$ cat src/rtl/ccf_pkg.sv
package ccf_pkg;
  typedef enum logic [2:0] {
    OP_ADD = 3'd0,
    OP_SUB = 3'd1,
    OP_CMP = 3'd2,
    OP_AND = 3'd3,
    OP_OR  = 3'd4,
    OP_XOR = 3'd5,
    OP_RS6 = 3'd6,
    OP_RS7 = 3'd7
  } alu_op_e;

  typedef enum logic [2:0] {
    BR_EQ  = 3'd0,
    BR_NE  = 3'd1,
    BR_LT  = 3'd2,
    BR_LE  = 3'd3,
    BR_GT  = 3'd4,
    BR_GE  = 3'd5,
    BR_NV6 = 3'd6,
    BR_NV7 = 3'd7
  } br_cond_e;

  typedef struct packed {
    logic s;
    logic z;
    logic c;
    logic v;
    logic p;
  } flags_t;

  localparam int unsigned FLAG_N = $bits(flags_t);
endpackage

$ cat src/rtl/ccf_alu.sv
module ccf_alu
  import ccf_pkg::*;
#(
  parameter int unsigned DATA_W = 32,
  parameter int unsigned PAR_W  = 8
) (
  input  logic [DATA_W-1:0] a_i,
  input  logic [DATA_W-1:0] b_i,
  input  logic [2:0]        op_i,
  output logic [DATA_W-1:0] res_o,
  output logic              we_o,
  output flags_t            flags_o
);
  localparam int unsigned MSB = DATA_W - 1;

  alu_op_e           op;
  logic [DATA_W:0]   sum_w;
  logic [DATA_W:0]   dif_w;
  logic              arith;
  logic              v_add;
  logic              v_sub;

  assign op    = alu_op_e'(op_i);
  assign sum_w = {1'b0, a_i} + {1'b0, b_i};
  assign dif_w = {1'b0, a_i} - {1'b0, b_i};
  // signed overflow: result sign disagrees with what the operand signs imply
  assign v_add = (a_i[MSB] == b_i[MSB]) && (sum_w[MSB] != a_i[MSB]);
  assign v_sub = (a_i[MSB] != b_i[MSB]) && (dif_w[MSB] != a_i[MSB]);

  always_comb begin
    res_o   = '0;
    we_o    = 1'b1;
    arith   = 1'b0;
    flags_o = '0;
    unique case (op)
      OP_ADD: begin
        res_o     = sum_w[MSB:0];
        arith     = 1'b1;
        flags_o.c = sum_w[DATA_W];
        flags_o.v = v_add;
      end
      OP_SUB, OP_CMP: begin
        res_o     = dif_w[MSB:0];
        we_o      = (op == OP_SUB);
        arith     = 1'b1;
        flags_o.c = dif_w[DATA_W];  // borrow
        flags_o.v = v_sub;
      end
      OP_AND: res_o = a_i & b_i;
      OP_OR:  res_o = a_i | b_i;
      OP_XOR: res_o = a_i ^ b_i;
      default: begin
        res_o = '0;
        we_o  = 1'b0;
      end
    endcase
    flags_o.s = res_o[MSB];
    flags_o.z = (res_o == '0);
    flags_o.p = ~^res_o[PAR_W-1:0];
  end


  always_comb begin
    if (!arith) logic_clr_chk: assert (!flags_o.c && !flags_o.v);
  end
endmodule

$ cat src/rtl/ccf_flag_reg.sv
module ccf_flag_reg
  import ccf_pkg::*;
(
  input  logic   clk_i,
  input  logic   rst_ni,
  input  logic   en_i,
  input  flags_t d_i,
  output flags_t q_o
);
  flags_t q;

  always_ff @(posedge clk_i or negedge rst_ni) begin
    if (!rst_ni)   q <= '0;
    else if (en_i) q <= d_i;
  end

  assign q_o = q;


  flag_hold_chk: assert property (@(posedge clk_i) disable iff (!rst_ni)
    !en_i |=> $stable(q_o));


  flag_load_chk: assert property (@(posedge clk_i) disable iff (!rst_ni)
    en_i |=> (q_o == $past(d_i)));
endmodule

$ cat src/rtl/ccf_branch_eval.sv
module ccf_branch_eval
  import ccf_pkg::*;
(
  input  flags_t     flags_i,
  input  logic [2:0] cond_i,
  output logic       taken_o
);
  br_cond_e cond;
  logic     lt;
  logic     le;

  assign cond = br_cond_e'(cond_i);
  assign lt   = flags_i.s ^ flags_i.v;
  assign le   = lt | flags_i.z;

  always_comb begin
    unique case (cond)
      BR_EQ:   taken_o = flags_i.z;
      BR_NE:   taken_o = !flags_i.z;
      BR_LT:   taken_o = lt;
      BR_LE:   taken_o = le;
      BR_GT:   taken_o = !le;
      BR_GE:   taken_o = !lt;
      default: taken_o = 1'b0;
    endcase
  end
endmodule

$ cat src/rtl/ccf_unit.sv
module ccf_unit
  import ccf_pkg::*;
#(
  parameter int unsigned DATA_W = 32,
  parameter int unsigned PAR_W  = 8
) (
  input  logic              clk_i,
  input  logic              rst_ni,
  input  logic [DATA_W-1:0] op_a_i,
  input  logic [DATA_W-1:0] op_b_i,
  input  logic [2:0]        op_sel_i,
  input  logic              flag_en_i,
  input  logic [2:0]        cond_i,
  output logic [DATA_W-1:0] result_o,
  output logic              res_we_o,
  output logic              flag_s_o,
  output logic              flag_z_o,
  output logic              flag_c_o,
  output logic              flag_v_o,
  output logic              flag_p_o,
  output logic              taken_o
);
  localparam int unsigned MSB = DATA_W - 1;

  flags_t flags_nxt;
  flags_t flags_q;

  ccf_alu #(.DATA_W(DATA_W), .PAR_W(PAR_W)) u_alu (
    .a_i     (op_a_i),
    .b_i     (op_b_i),
    .op_i    (op_sel_i),
    .res_o   (result_o),
    .we_o    (res_we_o),
    .flags_o (flags_nxt)
  );

  ccf_flag_reg u_flags (
    .clk_i  (clk_i),
    .rst_ni (rst_ni),
    .en_i   (flag_en_i),
    .d_i    (flags_nxt),
    .q_o    (flags_q)
  );

  ccf_branch_eval u_br (
    .flags_i (flags_q),
    .cond_i  (cond_i),
    .taken_o (taken_o)
  );

  assign flag_s_o = flags_q.s;
  assign flag_z_o = flags_q.z;
  assign flag_c_o = flags_q.c;
  assign flag_v_o = flags_q.v;
  assign flag_p_o = flags_q.p;


  sign_cap_chk: assert property (@(posedge clk_i) disable iff (!rst_ni)
    flag_en_i |=> (flag_s_o == $past(result_o[MSB])));


  zero_cap_chk: assert property (@(posedge clk_i) disable iff (!rst_ni)
    flag_en_i |=> (flag_z_o == ($past(result_o) == '0)));


  borrow_cap_chk: assert property (@(posedge clk_i) disable iff (!rst_ni)
    (flag_en_i && (op_sel_i == 3'd1 || op_sel_i == 3'd2))
      |=> (flag_c_o == ($past(op_a_i) < $past(op_b_i))));


  cmp_lt_chk: assert property (@(posedge clk_i) disable iff (!rst_ni)
    (flag_en_i && op_sel_i == 3'd2)
      |=> ((flag_s_o ^ flag_v_o) == ($signed($past(op_a_i)) < $signed($past(op_b_i)))));


  cmp_nowb_chk: assert property (@(posedge clk_i) disable iff (!rst_ni)
    (op_sel_i == 3'd2) |-> (!res_we_o && result_o == op_a_i - op_b_i));
endmodule

$ cat config.mk
export PLATFORM = sky130hd
export DESIGN_NAME = ccf_unit
export DESIGN_NICKNAME = d
export VERILOG_FILES = /design/src/rtl/ccf_pkg.sv /design/src/rtl/ccf_alu.sv /design/src/rtl/ccf_flag_reg.sv /design/src/rtl/ccf_branch_eval.sv /design/src/rtl/ccf_unit.sv
export SDC_FILE = /design/constraint.sdc
export NUM_CORES = 1
export LEC_CHECK = 0
export BUFFER_PORTS_ARGS = -buffer_cell sky130_fd_sc_hd__buf_2
export CORE_ASPECT_RATIO = 0.5
export CORE_MARGIN = 2
export CORE_UTILIZATION = 55
export CTS_BUF_LIST = sky130_fd_sc_hd__clkbuf_4 sky130_fd_sc_hd__clkbuf_8 sky130_fd_sc_hd__clkbuf_16
export CTS_CLUSTER_DIAMETER = 150
export DETAILED_ROUTE_END_ITERATION = 7
export MAX_ROUTING_LAYER = met4
export PLACE_DENSITY = 0.81
export SETUP_SLACK_MARGIN = 0.2
export SYNTH_ARGS = -nofsm -noshare
export SYNTH_HDL_FRONTEND = slang
export SYNTH_HIERARCHICAL = 1
export SYNTH_SLANG_ARGS = --single-unit
$ cat constraint.sdc
create_clock -name clk_i -period 7.3 [get_ports clk_i]
set_clock_uncertainty 0.1 [all_clocks]
set_input_delay 1.825 -clock clk_i [delete_from_list [all_inputs] [get_ports clk_i]]
set_output_delay 1.825 -clock clk_i [all_outputs]
set_load 0.03 [all_outputs]
Word-level counts from Yosys, hierarchy flattened
Index checks and enable logic that the tools add are counted.

Word-level logic and storage cells: 41. Output and inout bits: 39. Register bits: 5.

Eq/ne operators: 14. Reductions and logical operators: 11. Add/sub/neg operators: 2. Mux-type cells: 4. Bitwise logic cells: 5.

Operators by type and width (number): $pmux W32 S5 (1); $add A32 B32 Y33 (1); $sub A32 B32 Y33 (1); $and A32 B32 Y32 (1); $logic_not A32 Y1 (1); $or A32 B32 Y32 (1); $xor A32 B32 Y32 (1); $eq A3 B2 Y1 const B (4); $eq A3 B3 Y1 const B (4); $reduce_xnor A8 Y1 (1); $eq A3 B1 Y1 const B (2); $logic_not A3 Y1 (2); $pmux W1 S6 (1); $pmux W2 S2 (1); $reduce_or A4 Y1 (1); $logic_not A1 Y1 (3); $ne A1 B1 Y1 (3); $logic_and A1 B1 Y1 (2); $pmux W1 S2 (1); $reduce_or A2 Y1 (1); $eq A1 B1 Y1 (1); $or A1 B1 Y1 (1); $xor A1 B1 Y1 (1).

Depth between registers and ports, before layout
Depth in word-level cells: 4. Gate-level depth with buffers: 19. Mapped depth without buffers: 19.

Cells and area by module
The synthesis kept the hierarchy.

Modules (own cells, without submodules): ccf_alu (cells each 943, area each 6202.2 um^2, sequential area each 0.0 um^2, instances 1); ccf_flag_reg (cells each 10, area each 181.4 um^2, sequential area each 125.1 um^2, instances 1); ccf_branch_eval (cells each 8, area each 63.8 um^2, sequential area each 0.0 um^2, instances 1).

Worst setup path after synthesis
No wires, ideal clock.

Path type: input to output. Start: input port op_a_i[0]. End: output port result_o[28]. Data required time: 5.375 ns. Path slack: 0.412 ns. Data arrival time: 4.963 ns. Buffers on the path: 0. Cell stages on the path: 13. Cells stage by stage: inv_1 > ha_1 > inv_1 > fa_1 > nor2b_1 > o21ai_1 > a21boi_1 > o31ai_1 > a21boi_2 > a2111oi_0 > a311oi_1 > mux2_2 > o22ai_1.

Word-level cells in the longest chain between the ends: 2. Elaborated cells on any way between the ends: 3.

Ends and longest elaborated chain: start, declared (line ccf_unit.sv:9) `input logic [DATA_W-1:0] op_a_i,`; $sub A32 B32 Y33 or $add A32 B32 Y33 (tied branches) (line ccf_alu.sv:25, ccf_alu.sv:24); $pmux W32 S5 * (line ccf_alu.sv:35) `unique case (op)`; end, declared (line ccf_unit.sv:14) `output logic [DATA_W-1:0] result_o,`.

Every way passes the cells marked *; elsewhere a longest branch is shown, timed or not.

Final worst setup path
Start: input port op_b_i[15]. End: output port result_o[30].

Word-level cells in the longest chain between the ends: 2. Elaborated cells on any way between the ends: 3.

Ends and longest elaborated chain: start, declared (line ccf_unit.sv:10) `input logic [DATA_W-1:0] op_b_i,`; $sub A32 B32 Y33 or $add A32 B32 Y33 (tied branches) (line ccf_alu.sv:25, ccf_alu.sv:24); $pmux W32 S5 * (line ccf_alu.sv:35).

Marked as above.

==> impl_metrics.toml <==
[grt]
grt_overflow = 0
antenna_found_initial = 0
grt_pass1_wl_microns = 38090
grt_pass1_vias = 7472
grt_max_degree = 35
track_usage_pct = 38.67

[finish]
areaGrowthSynthToFinish_pct = 15.66
diodes = 0
largest_reg_flops = 5
nets = 1243
drive_above_1_share_pct = 18.85

[clock_network]
numClockSinks = 5
tritoncts = "yes"
h-tree-depth = 1
cts.path.max_buffers = 2
clk_latency_ns = 0.23
root_buffer = "clkbuf_16"
path_clk_slew_ns = 0.03
numCtsBuffers = 3

[floorplan]
rows = 27
io_pins = 112
initial_utilization_pct = 57.49
coreArea_sq_um = 11220
die_y_microns = 80.56
die_width_microns = 157.1
die-area_sq_um = 12660

[worst_setup_path]
cp_slowest_cell = "or4_4"
cp_max_fo = 10
worstSetupPathType = "in -> out"
startpoint_type = "primary input"
crit_buf_inv = 4
path_delay_family = "compound AO/OA/AOI/OAI gates"
cp.required_ns = 5.38
cp.arrival_ns = 5.15
path_cells = "buf_2 > inv_1 > ha_2 > or4_4 > or3_1 > a311oi_4 > o311ai_4 > nand3_1 > a311oi_2 > buf_4 > o21ai_0 > a32oi_1 > o21ai_1 > clkbuf_4"
cpPeakStageDelay_ns = 0.55
critPathCaptureType = "output pin"

[sta]
final_max_slew_viol_count = 0
slew_headroom_pct = 26.54
whs_ns = 0.3987
fin_ws_ns = 0.2252
finalCriticalPeriod_ns = 7.075
timing.final.crit_share_pct = 96.91
fmax_mhz = 141.3
rsz0062_at_grt = "true"
finalHoldViolations = 0
tns_ns = 0
tightestPinTransition_ns = 1.096
setup_viol = 0

[pwr]
finalPower_mw = 0.8758
vdd_drop_max_uv = 65.81
p_leak_nw = 3.514
power_density_nw_per_um2 = 117.4

[synthesis]
yosysSeqAreaShare_pct = 1.941
yosys_warnings = 6
synth_nets = 1142
ys.flop_type = "dfrtp_1"
async_flop_share_pct = 100.0
syn_area_per_cell_sq_um = 6.709
ys_ff_latch = 5
syn_inst = 961
synth_edf_count = 0
ys_types = 87
syn-cell-area_sq_um = 6447

[drt]
drt-initial-drc-count = 1123
wl_microns = 24510
drt_pass1_iterations = 6
vias = 8130
viasPerCell = 6.664
drtAntennaViolNets = 0
wl_per_cell_microns = 20.09
remaining_drc_errors = 0

[placed_design]
place.gp.congestion = 1.085
post-place-ws_ns = 0.02284
hpwl_microns = 19200
numPortBuffers = 111

[outcome]
status = "finished, final reports clean"

[min_path]
hp-class = "reg -> reg"

[flow_run]
cap_violations = 0
[cells in the final DEF (no fill, tap or decap), drive strengths merged, types with 8 or more instances in the layout]
cell type  Yosys  final
o21ai         61     61
a31oi          8      8
ha           106    106
xnor2         19     19
a21o          11     11
nand2         62     62
nand2b        12     12
o211ai        19     19
nor2          90     90
a221oi        10     10
o21a           9      9
a211o          9      9
a21oi        107    107
nor4          12     12
buf           23    151
nor3          17     17
nor2b         15     15
o31ai         14     14
a211oi        23     23
inv          105    105
nand3         19     19
nand3b         8      8
[what timing repair did]
action | CTS | global route
pin swaps | 0 | 4
hold buffers | 0 | 0
setup endpoints to repair | 1 | 4
resized for setup | 1 | 18
setup buffers | 0 | 4
[logic make-up after synthesis]
kind of cell / synth area share, %
xor gates and xnor gates: 3.260
DFF: 1.941
AOI/OAI and AO/OA: 40.54
and+or+nand+nor: 20.86
buffers and inverters: 10.05
muxes: 2.154
adders and majority gates: 21.19
[routing by layer]
metal | track usage (%) | vias up | wire length (microns)
met4 | 9.818 | 0 | 682
li1 | - | 3728 | -
met3 | 7.933 | 94 | 3138
met5 | - | - | 0
met1 | 50.02 | 3717 | 10110
met2 | 61.97 | 591 | 10580
[power breakdown]
part | internal [mW] | switching (mW) | total [mW] | leakage (nW)
sequential | 0.0336 | 0.00302 | 0.0367 | 0.0647
combinational | 0.263 | 0.482 | 0.745 | 3.41
clock | 0.0761 | 0.0177 | 0.0938 | 0.0416
total | 0.373 | 0.503 | 0.876 | 3.51
[final cells by class]
type	instances	area (sq um)
Timing Repair Buffer	152	880.8
Inverter	106	397.9
Fill cell	1083	3759
Clock buffer	4	82.58
Sequential cell	5	125.1
Multi-Input combinational cell	794	5772
Tap cell	159	198.9
[synth_stat cells, types with 7 or more instances]
cell type	n	area, sq um
a21o_1	11	82.58
a31oi_1	8	50.05
buf_2	14	70.07
nand3_1	19	95.09
o32ai_1	7	61.31
xnor2_1	19	166.4
o21ai_0	59	295.3
nand2_1	62	232.7
a211o_1	9	78.83
nand2b_1	12	75.07
mux2_2	7	78.83
nor2_1	90	337.8
nor3_1	17	85.08
clkbuf_1	33	123.9
and3_1	7	43.79
nand3b_1	8	60.06
nor4_1	11	68.82
a221oi_1	8	70.07
inv_1	103	386.6
a41oi_1	7	61.31
o31ai_1	14	105.1
o211ai_1	19	142.6
ha_1	106	1326
nor2b_1	13	81.33
o21a_1	9	67.56
a211oi_1	22	165.2
a21oi_1	107	535.5
[stage by stage]
step	cells	instance area (sq um)	utilization, %
floorplan	961	6447	-
global placement	1212	7247	64.61
detailed placement	1212	7247	64.61
CTS	1216	7335	65.39
global route	1220	7457	66.49
finish	1220	7457	66.49
[final timing paths]
path / from / endpoint / slack (ns) / cells after the start
max: op_b_i[15] / result_o[30] / 0.23 / 14
max in group asynchronous: rst_ni / u_flags/q_o[1]$_DFFE_PN0P_ / 5.66 / 1
min reg2reg: u_flags/q_o[2]$_DFFE_PN0P_ / u_flags/q_o[2]$_DFFE_PN0P_ / 0.40 / 1
max reg2reg: u_flags/q_o[3]$_DFFE_PN0P_ / u_flags/q_o[3]$_DFFE_PN0P_ / 6.35 / 1
min in group asynchronous: rst_ni / u_flags/q_o[4]$_DFFE_PN0P_ / 1.31 / 1
min: u_flags/q_o[2]$_DFFE_PN0P_ / u_flags/q_o[2]$_DFFE_PN0P_ / 0.40 / 1
Power figures use the tool's default switching activity.
